[config.mk]
export PLATFORM = sky130hd
export DESIGN_NAME = seg_approx_mul
export DESIGN_NICKNAME = d
export VERILOG_FILES = /design/src/rtl/sam_pkg.sv /design/src/rtl/sam_seg_pick.sv /design/src/rtl/sam_mux_core.sv /design/src/rtl/sam_rescale.sv /design/src/rtl/seg_approx_mul.sv
export SDC_FILE = /design/constraint.sdc
export NUM_CORES = 1
export LEC_CHECK = 0
export CORE_MARGIN = 1.5
export CORE_UTILIZATION = 48
export DETAILED_ROUTE_END_ITERATION = 8
export PLACE_DENSITY = 0.78
export SLEW_MARGIN = 5
export SYNTH_ARGS = -nofsm -noshare
export SYNTH_HDL_FRONTEND = slang
export SYNTH_SLANG_ARGS = --single-unit
export TNS_END_PERCENT = 30
[constraint.sdc]
create_clock -name clk -period 5.9 [get_ports clk]
set_input_delay 0.59 -clock clk [delete_from_list [all_inputs] [get_ports clk]]
set_output_delay 0.59 -clock clk [all_outputs]
set_load 0.01 [all_outputs]
[src/rtl/sam_pkg.sv]
package sam_pkg;
  // Default operand and segment sizes
  localparam int OP_W_DEF  = 16;
  localparam int SEG_W_DEF = 8;

  // How many operands contributed their upper segment
  typedef enum logic [1:0] {
    SCALE_NONE = 2'd0,
    SCALE_ONE  = 2'd1,
    SCALE_TWO  = 2'd2
  } scale_e;

  function automatic scale_e scale_of(input logic hi_a, input logic hi_b);
    unique case ({hi_a, hi_b})
      2'b00:   return SCALE_NONE;
      2'b11:   return SCALE_TWO;
      default: return SCALE_ONE;
    endcase
  endfunction
endpackage

[src/rtl/sam_seg_pick.sv]
module sam_seg_pick #(
  parameter int OP_W  = sam_pkg::OP_W_DEF,
  parameter int SEG_W = sam_pkg::SEG_W_DEF
) (
  input  logic [OP_W-1:0]  op,
  output logic [SEG_W-1:0] seg,
  output logic             hi_used
);
  localparam int HI_W = OP_W - SEG_W;

  // OR test over the bits above the low segment
  assign hi_used = |op[OP_W-1:SEG_W];

  always_comb begin
    if (hi_used) seg = op[OP_W-1 -: SEG_W];
    else         seg = op[SEG_W-1:0];
  end


  always_comb begin
    seg_nonzero_chk: assert ((op == '0) || (seg != '0))
      else $error("nonzero operand produced a zero segment");
  end
endmodule

[src/rtl/sam_mux_core.sv]
module sam_mux_core #(
  parameter int SEG_W = sam_pkg::SEG_W_DEF
) (
  input  logic [SEG_W-1:0]   mcand,
  input  logic [SEG_W-1:0]   ctrl,
  output logic [2*SEG_W-1:0] prod
);
  localparam int MID_W = 2 * SEG_W;

  logic [MID_W-1:0] term [SEG_W];

  // One selected term per control bit: shifted multiplicand or zero
  for (genvar i = 0; i < SEG_W; i++) begin : g_term
    assign term[i] = ctrl[i] ? (MID_W'(mcand) << i) : '0;
  end

  always_comb begin
    logic [MID_W-1:0] acc;
    acc = '0;
    for (int i = 0; i < SEG_W; i++) acc = acc + term[i];
    prod = acc;
  end


  always_comb begin
    core_exact_chk: assert (prod == MID_W'(mcand) * MID_W'(ctrl))
      else $error("segment core product mismatch");
  end
endmodule

[src/rtl/sam_rescale.sv]
module sam_rescale #(
  parameter int OP_W  = sam_pkg::OP_W_DEF,
  parameter int SEG_W = sam_pkg::SEG_W_DEF
) (
  input  logic [2*SEG_W-1:0] mid,
  input  sam_pkg::scale_e    scale,
  output logic [2*OP_W-1:0]  full
);
  localparam int PROD_W = 2 * OP_W;
  localparam int STEP   = OP_W - SEG_W;

  logic [PROD_W-1:0] ext;
  assign ext = PROD_W'(mid);

  always_comb begin
    unique case (scale)
      sam_pkg::SCALE_NONE: full = ext;
      sam_pkg::SCALE_ONE:  full = ext << STEP;
      sam_pkg::SCALE_TWO:  full = ext << (2 * STEP);
      default:             full = '0;
    endcase
  end
endmodule

[src/rtl/seg_approx_mul.sv]
module seg_approx_mul #(
  parameter int OP_W  = sam_pkg::OP_W_DEF,
  parameter int SEG_W = sam_pkg::SEG_W_DEF
) (
  input  logic               clk,
  input  logic               rst,
  input  logic               in_valid,
  input  logic [OP_W-1:0]    op_a,
  input  logic [OP_W-1:0]    op_b,
  output logic               out_valid,
  output logic [2*OP_W-1:0]  out_product
);
  localparam int PROD_W = 2 * OP_W;
  localparam int MID_W  = 2 * SEG_W;
  localparam int HI_W   = OP_W - SEG_W;

  logic [SEG_W-1:0]  seg_a, seg_b;
  logic              hi_a, hi_b;
  logic [MID_W-1:0]  mid;
  logic [PROD_W-1:0] approx;
  sam_pkg::scale_e   scale;

  sam_seg_pick #(.OP_W(OP_W), .SEG_W(SEG_W)) u_pick_a (
    .op(op_a), .seg(seg_a), .hi_used(hi_a));
  sam_seg_pick #(.OP_W(OP_W), .SEG_W(SEG_W)) u_pick_b (
    .op(op_b), .seg(seg_b), .hi_used(hi_b));

  sam_mux_core #(.SEG_W(SEG_W)) u_core (
    .mcand(seg_a), .ctrl(seg_b), .prod(mid));

  assign scale = sam_pkg::scale_of(hi_a, hi_b);

  sam_rescale #(.OP_W(OP_W), .SEG_W(SEG_W)) u_scale (
    .mid(mid), .scale(scale), .full(approx));

  always_ff @(posedge clk) begin
    if (rst) begin
      out_valid   <= 1'b0;
      out_product <= '0;
    end else begin
      out_valid <= in_valid;
      if (in_valid) out_product <= approx;
    end
  end


  rst_clear_chk: assert property (@(posedge clk)
    rst |=> (!out_valid && out_product == '0));


  valid_follow_chk: assert property (@(posedge clk) disable iff (rst)
    in_valid |=> out_valid);


  idle_hold_chk: assert property (@(posedge clk) disable iff (rst)
    !in_valid |=> (!out_valid && $stable(out_product)));


  zero_operand_chk: assert property (@(posedge clk) disable iff (rst)
    (in_valid && (op_a == '0 || op_b == '0)) |=> out_product == '0);


  small_exact_chk: assert property (@(posedge clk) disable iff (rst)
    (in_valid && op_a[OP_W-1:SEG_W] == '0 && op_b[OP_W-1:SEG_W] == '0)
    |=> out_product == PROD_W'($past(op_a)) * PROD_W'($past(op_b)));


  both_high_chk: assert property (@(posedge clk) disable iff (rst)
    (in_valid && op_a[OP_W-1:SEG_W] != '0 && op_b[OP_W-1:SEG_W] != '0)
    |=> out_product[2*HI_W-1:0] == '0);
endmodule

# --- Yosys cells after proc, flatten, opt, wreduce, memory -nomap -nowiden ---
# Cells that the tools add are included.
word_totals:
  regBits: 33
op_classes:
  n_reduce_logical: 4
  n_eq_ne: 3
  muxes: 12
  n_addsub: 7
ops:
  columns: ["cell", "count"]
  rows:
  - ["case mux 32 bit (3 select lines)", 1]
  - ["adder 16 bit", 3]
  - ["two-way mux 8 bit", 3]
  - ["adder 16 x 12 -> 16 bit", 1]
  - ["adder 16 x 13 -> 16 bit", 1]
  - ["adder 16 x 14 -> 16 bit", 1]
  - ["adder 16 x 15 -> 16 bit", 1]
  - ["OR reduction 8 bit", 2]
  - ["two-way mux 15 bit", 1]
  - ["two-way mux 14 bit", 1]
  - ["two-way mux 13 bit", 1]
  - ["two-way mux 12 bit", 1]
  - ["two-way mux 11 bit", 1]
  - ["two-way mux 10 bit", 1]
  - ["two-way mux 9 bit", 1]
  - ["equality test 2 bit, second input constant", 2]
  - ["zero test 2 bit", 2]
  - ["case mux 2 bit (2 select lines)", 1]
  - ["equality test 2 x 1 -> 1 bit, second input constant", 1]

# --- Logic depth before layout (Yosys ltp) ---
logic_depth:
  ltp_word: 11
  ltp_mapped: 19
  depth_no_buf: 19

# --- By module ---
# Synthesis repeated with hierarchy kept, for this count alone.
hier_totals:
  hier_cells: 428
  area_unflattened_um2: 3794.9
modules_own_cells:
  columns: ["module", "instances", "area_each_um2", "seq_area_each_um2", "cells_each"]
  rows:
  - ["sam_mux_core", 1, 1874.3, 0.0, 228]
  - ["seg_approx_mul", 1, 1214.9, 660.6, 107]
  - ["sam_rescale", 1, 362.8, 0.0, 47]
  - ["sam_seg_pick", 2, 171.4, 0.0, 23]

# --- Worst setup path before layout ---
# No wires, ideal clock.
synth_timing:
  path_kind: "input -> register"
  from: "input port op_a[12]"
  to: "register out_product[31]"
  cell_stages: 18
  n_path_buf: 0
  arrival_ps: 5470
  setup_slack_ps: 314
  path_cell_list: "nor4_1 > nand3b_1 > nor3_4 > a21oi_2 > or2_1 > fa_1 > fa_1 > inv_1 > fa_1 > inv_1 > fa_1 > inv_1 > ha_1 > a21o_1 > a21oi_1 > a21oi_1 > or3_1 > a31o_2"
synth_between:
  elab_chain_cells: 11
synth_lines:
  columns: ["item", "line", "source"]
  rows:
  - ["from (decl)", "seg_approx_mul.sv:8", "input logic [OP_W-1:0] op_a,"]
  - ["OR reduction 8 bit", "sam_seg_pick.sv:12", "assign hi_used = |op[OP_W-1:SEG_W];"]
  - ["two-way mux 8 bit", "sam_seg_pick.sv:15", "if (hi_used) seg = op[OP_W-1 -: SEG_W];"]
  - ["two-way mux 8 bit / two-way mux 9 bit (equally long branches)", "sam_mux_core.sv:14", "assign term[i] = ctrl[i] ? (MID_W'(mcand) << i) : '0;"]
  - ["adder 16 bit (3 in series)", "sam_mux_core.sv:20", "for (int i = 0; i < SEG_W; i++) acc = acc + term[i];"]
  - ["adder 16 x 12 -> 16 bit", "sam_mux_core.sv:20", null]
  - ["adder 16 x 13 -> 16 bit", "sam_mux_core.sv:20", null]
  - ["adder 16 x 14 -> 16 bit", "sam_mux_core.sv:20", null]
  - ["adder 16 x 15 -> 16 bit", "sam_mux_core.sv:20", null]
  - ["case mux 32 bit (3 select lines) *", "sam_rescale.sv:16", "unique case (scale)"]
  - ["to (signal assigned)", "seg_approx_mul.sv:42", "if (in_valid) out_product <= approx;"]
  - ["to (decl)", "seg_approx_mul.sv:11", "output logic [2*OP_W-1:0] out_product"]
# Mark *: on every way between the ends. The rest lies on a longest branch, timed or not.
# A chain may end at the register's enable or synchronous reset.

# --- Final worst setup path ---
layout_timing:
  from: "input port op_b[15]"
  to: "register out_product[20]"
layout_between:
  elab_chain_cells: 11
layout_lines:
  columns: ["item", "line", "source"]
  rows:
  - ["from (decl)", "seg_approx_mul.sv:9", "input logic [OP_W-1:0] op_b,"]
  - ["OR reduction 8 bit", "sam_seg_pick.sv:12", null]
  - ["two-way mux 8 bit", "sam_seg_pick.sv:15", null]
  - ["two-way mux 8 bit / two-way mux 9 bit (equally long branches)", "sam_mux_core.sv:14", null]
  - ["adder 16 bit (3 in series)", "sam_mux_core.sv:20", null]
  - ["adder 16 x 12 -> 16 bit", "sam_mux_core.sv:20", null]
  - ["adder 16 x 13 -> 16 bit", "sam_mux_core.sv:20", null]
  - ["adder 16 x 14 -> 16 bit", "sam_mux_core.sv:20", null]
  - ["adder 16 x 15 -> 16 bit", "sam_mux_core.sv:20", null]
  - ["case mux 32 bit (3 select lines) *", "sam_rescale.sv:16", null]
# Marked as above.

==> metrics.csv <==
stage;metric;value;unit
power;p_per_area;316;nW/µm²
worst_setup_path;crit_required;6.07;ns
grt;grt_util_all_layers;25.2;%
timing;fin_crit_sh;97.6;%
placement;dp_cells;601;
clock_network;cts.clk_slew.worst_paths;0.07;ns
worst_setup_path;crit_type;input pin to register;
timing;worst_pin_slew;0.944;ns
timing;finalCriticalPeriod;5.76;ns
layout;drive_above_1_share;15.6;%
timing;setup_violations;0;
route;totalWireLength;9580;µm
outcome;status;complete, no violations;
worst_setup_path;critPathLaunchType;input pin;
logic_synthesis;syn_area;3510;µm²
layout;area_growth;35.9;%
timing;fmax;174;MHz
grt;grt_start_max_net_pins;38;
grt;grt_pass1_vias;3491;
grt;grt_pass1_wl;15400;µm
placement;gp_congestion;0.863;
worst_setup_path;crit_path_top_delay_cell;fa_1;
floorplanning;die_h;88.5;µm
layout;final_nets;618;
floorplanning;rows;30;
floorplanning;start_util;50.5;%
route;drc;0;
timing;hold_viol;0;
layout;utilization;68.6;%
clock_network;cts_setup_buffers;0;
placement;port_buffers;67;
grt;top_usage_layer;met2;
floorplanning;fp.dieW;88.5;µm
worst_setup_path;slowest_delay;0.53;ns
timing;worst_hold_slack;0.497;ns
worst_setup_path;worstSetupEndpointType;register;
logic_synthesis;synthCells;412;
logic_synthesis;avgSynthCellArea;8.51;µm²
logic_synthesis;synth_cell_types;56;
grt;grt_use_met2;44.6;%
placement;placed_area;4550;µm²
clock_network;numCtsBuffers;5;
power;power.total;1.51;mW
layout;final_area;4770;µm²
logic_synthesis;ys_seq_area_share;18.8;%
worst_setup_path;worst_path_most_repeated_cell;fa_1;
grt;grt-ovfl-total;0;
clock_network;cts_root_buf;clkbuf_8;
floorplanning;io_pins;68;
worst_setup_path;crit_fanout;6;
logic_synthesis;ys.flop_type;dfxtp_1;
logic_synthesis;synth-seq-cells;33;
clock_network;cts.sinks;33;
clock_network;htree_levels;2;
clock_network;clock_latency;0.28;ns
route;drtAntennaViolNets;0;
placement;hpwl;7660;µm
clock_network;cts_hold_buf;0;
layout;diodes;0;
run;max_cap_violations;0;
worst_setup_path;path_cells;clkdlybuf4s50_1, nor4_4, nand3_2, nor3_4, a21oi_2, or2_1, fa_1, fa_1, inv_1, fa_1, inv_1, fa_1, inv_1, ha_1, a21o_1, a31o_2, buf_4, o21ai_0, buf_4, nand2b_1, a31oi_1;
clock_network;cts_tree;done;
route;vias;3419;
logic_synthesis;synth_edf_count;0;
grt;antenna_found_initial;0;
timing;fin_skew;0;ns
logic_synthesis;synthArstFlopShare;0;%
min_path;hold_path.class;register to register;
route;dr.pass1.iters;7;
logic_synthesis;yosys_warnings;0;
floorplanning;core;6940;µm²
power;ir_drop;0.000168;V
timing;maxSlewViolCount;0;
timing;relSlewSlack;37.0;%
route;vias_per_cell;5.61;
route;first_iter_violations;178;
layout;fin_cells;609;
floorplanning;die_area;7830;µm²
layout;nFillCells;550;
grt;grt_util_met3;5.50;%
grt;grt_use_met1;31.1;%
worst_setup_path;cp.arrival;5.93;ns
power;p_leak;2.10;nW
logic_synthesis;syn_nets;518;
route;wire_per_inst;15.7;µm
clock_network;clock_path_buffers;2;
-- synth_stat cells (all sizes together) (2+ instances only) --
cell / count / area [µm²]
ha: 33 / 413
o31ai: 2 / 15.0
a2111o: 2 / 22.5
a221o: 2 / 20.0
and3: 2 / 12.5
nand2: 11 / 41.3
a221oi: 2 / 17.5
a222oi: 2 / 20.0
inv: 49 / 184
fa: 38 / 761
nand3b: 2 / 15.0
a31o: 2 / 17.5
o22ai: 5 / 31.3
nor3: 7 / 57.6
nor3b: 2 / 15.0
nor2b: 3 / 18.8
a41oi: 2 / 17.5
nor4: 3 / 18.8
o21ai: 9 / 45.0
xnor2: 4 / 35.0
a31oi: 3 / 18.8
buf: 4 / 16.3
a22o: 2 / 17.5
a32oi: 2 / 17.5
a211oi: 3 / 22.5
dfxtp: 33 / 661
clkbuf: 9 / 33.8
or2: 20 / 125
a21oi: 27 / 154
nand3: 10 / 50.1
a22oi: 18 / 135
nor2: 75 / 282
a21o: 3 / 22.5
or3: 2 / 12.5
nand2b: 2 / 12.5
-- state kept, by name, indices dropped and copies added, names as in the netlist --
name and count:
out_product 32, out_valid 1
-- worst max-delay path: cells and delay by family --
family,cells,cell delay [ns]
simple gates,5,1.22
buf+inv,6,0.95
fa+ha+maj,5,2.33
compound gates,5,0.82
-- per-layer routing --
layer	part of all wire (%)	vias up
li1	-	1633
met1	43	1660
met2	50	107
met3	5.0	19
met4	1.9	0
met5	0	-
-- final cells by class --
cell class | count | area [µm²] | share of cell area (%)
multi-input combinational | 317 | 2690 | 56.4
clock inverter | 3 | 65.1 | 1.36
tap | 96 | 120 | 2.52
inverter | 49 | 184 | 3.86
sequential | 33 | 661 | 13.9
clock buffer | 5 | 68.8 | 1.44
timing repair buffer | 106 | 978 | 20.5
-- report_power, final --
group | switching [mW] | internal (mW) | leakage (nW)
clock | 0.0866 | 0.168 | 0.0681
sequential | 0.0196 | 0.255 | 0.269
combinational | 0.520 | 0.459 | 1.76
-- layout by cell type (no fill, tap or decap), types with 4 or more instances in the layout --
cell type,Yosys,layout
or2_2,4,4
inv_1,49,49
o22ai_1,5,5
a22oi_1,18,18
ha_1,33,32
clkdlybuf4s50_1,0,66
nor2_1,75,73
nor3_1,5,5
or2_1,16,16
clkbuf_8,0,5
dfxtp_1,33,33
nand2_1,11,11
a21oi_2,5,12
buf_4,0,38
xnor2_1,4,4
a21oi_1,22,15
o21ai_0,9,9
nand3_1,10,9
fa_1,38,37
-- final timing paths --
check             slack, ns       startpoint  cells past startpoint               to
hold reg to reg        0.50  out_product[29]                      1  out_product[29]
hold / removal         0.50  out_product[29]                      1  out_product[29]
setup / recovery       0.14         op_b[15]                     21  out_product[20]
setup reg to reg       4.82  out_product[12]                      3  out_product[12]
-- cell families (layout without fill, tap and decap cells) --
kind of cell / after synthesis / after routing / synth area share (%)
simple gates: 146 / 146 / 20.5
compound gates: 94 / 94 / 18.9
fa+ha+maj: 71 / 71 / 33.5
buf+inv: 62 / 163 / 6.67
flops: 33 / 33 / 18.8
xor+xnor: 5 / 5 / 1.25
mux: 1 / 1 / 0.321
-- per-stage QoR --
step | setup slack (ns) | setup TNS (ns)
4_1_cts | 0.0247 | 0
5_1_grt | -0.117 | -0.807
3_3_place_gp | -0.0307 | -0.0740
3_5_place_dp | -0.271 | -1.80
6_report | 0.140 | 0
2_1_floorplan | 0.314 | 0
-- repair_timing --
item | 4_1_cts | 5_1_grt
hold endpoints to repair | 0 | 0
gates resized for setup | 0 | 20
setup endpoints to repair | 0 | 16
Note: power is estimated with default switching activity, not from simulation.
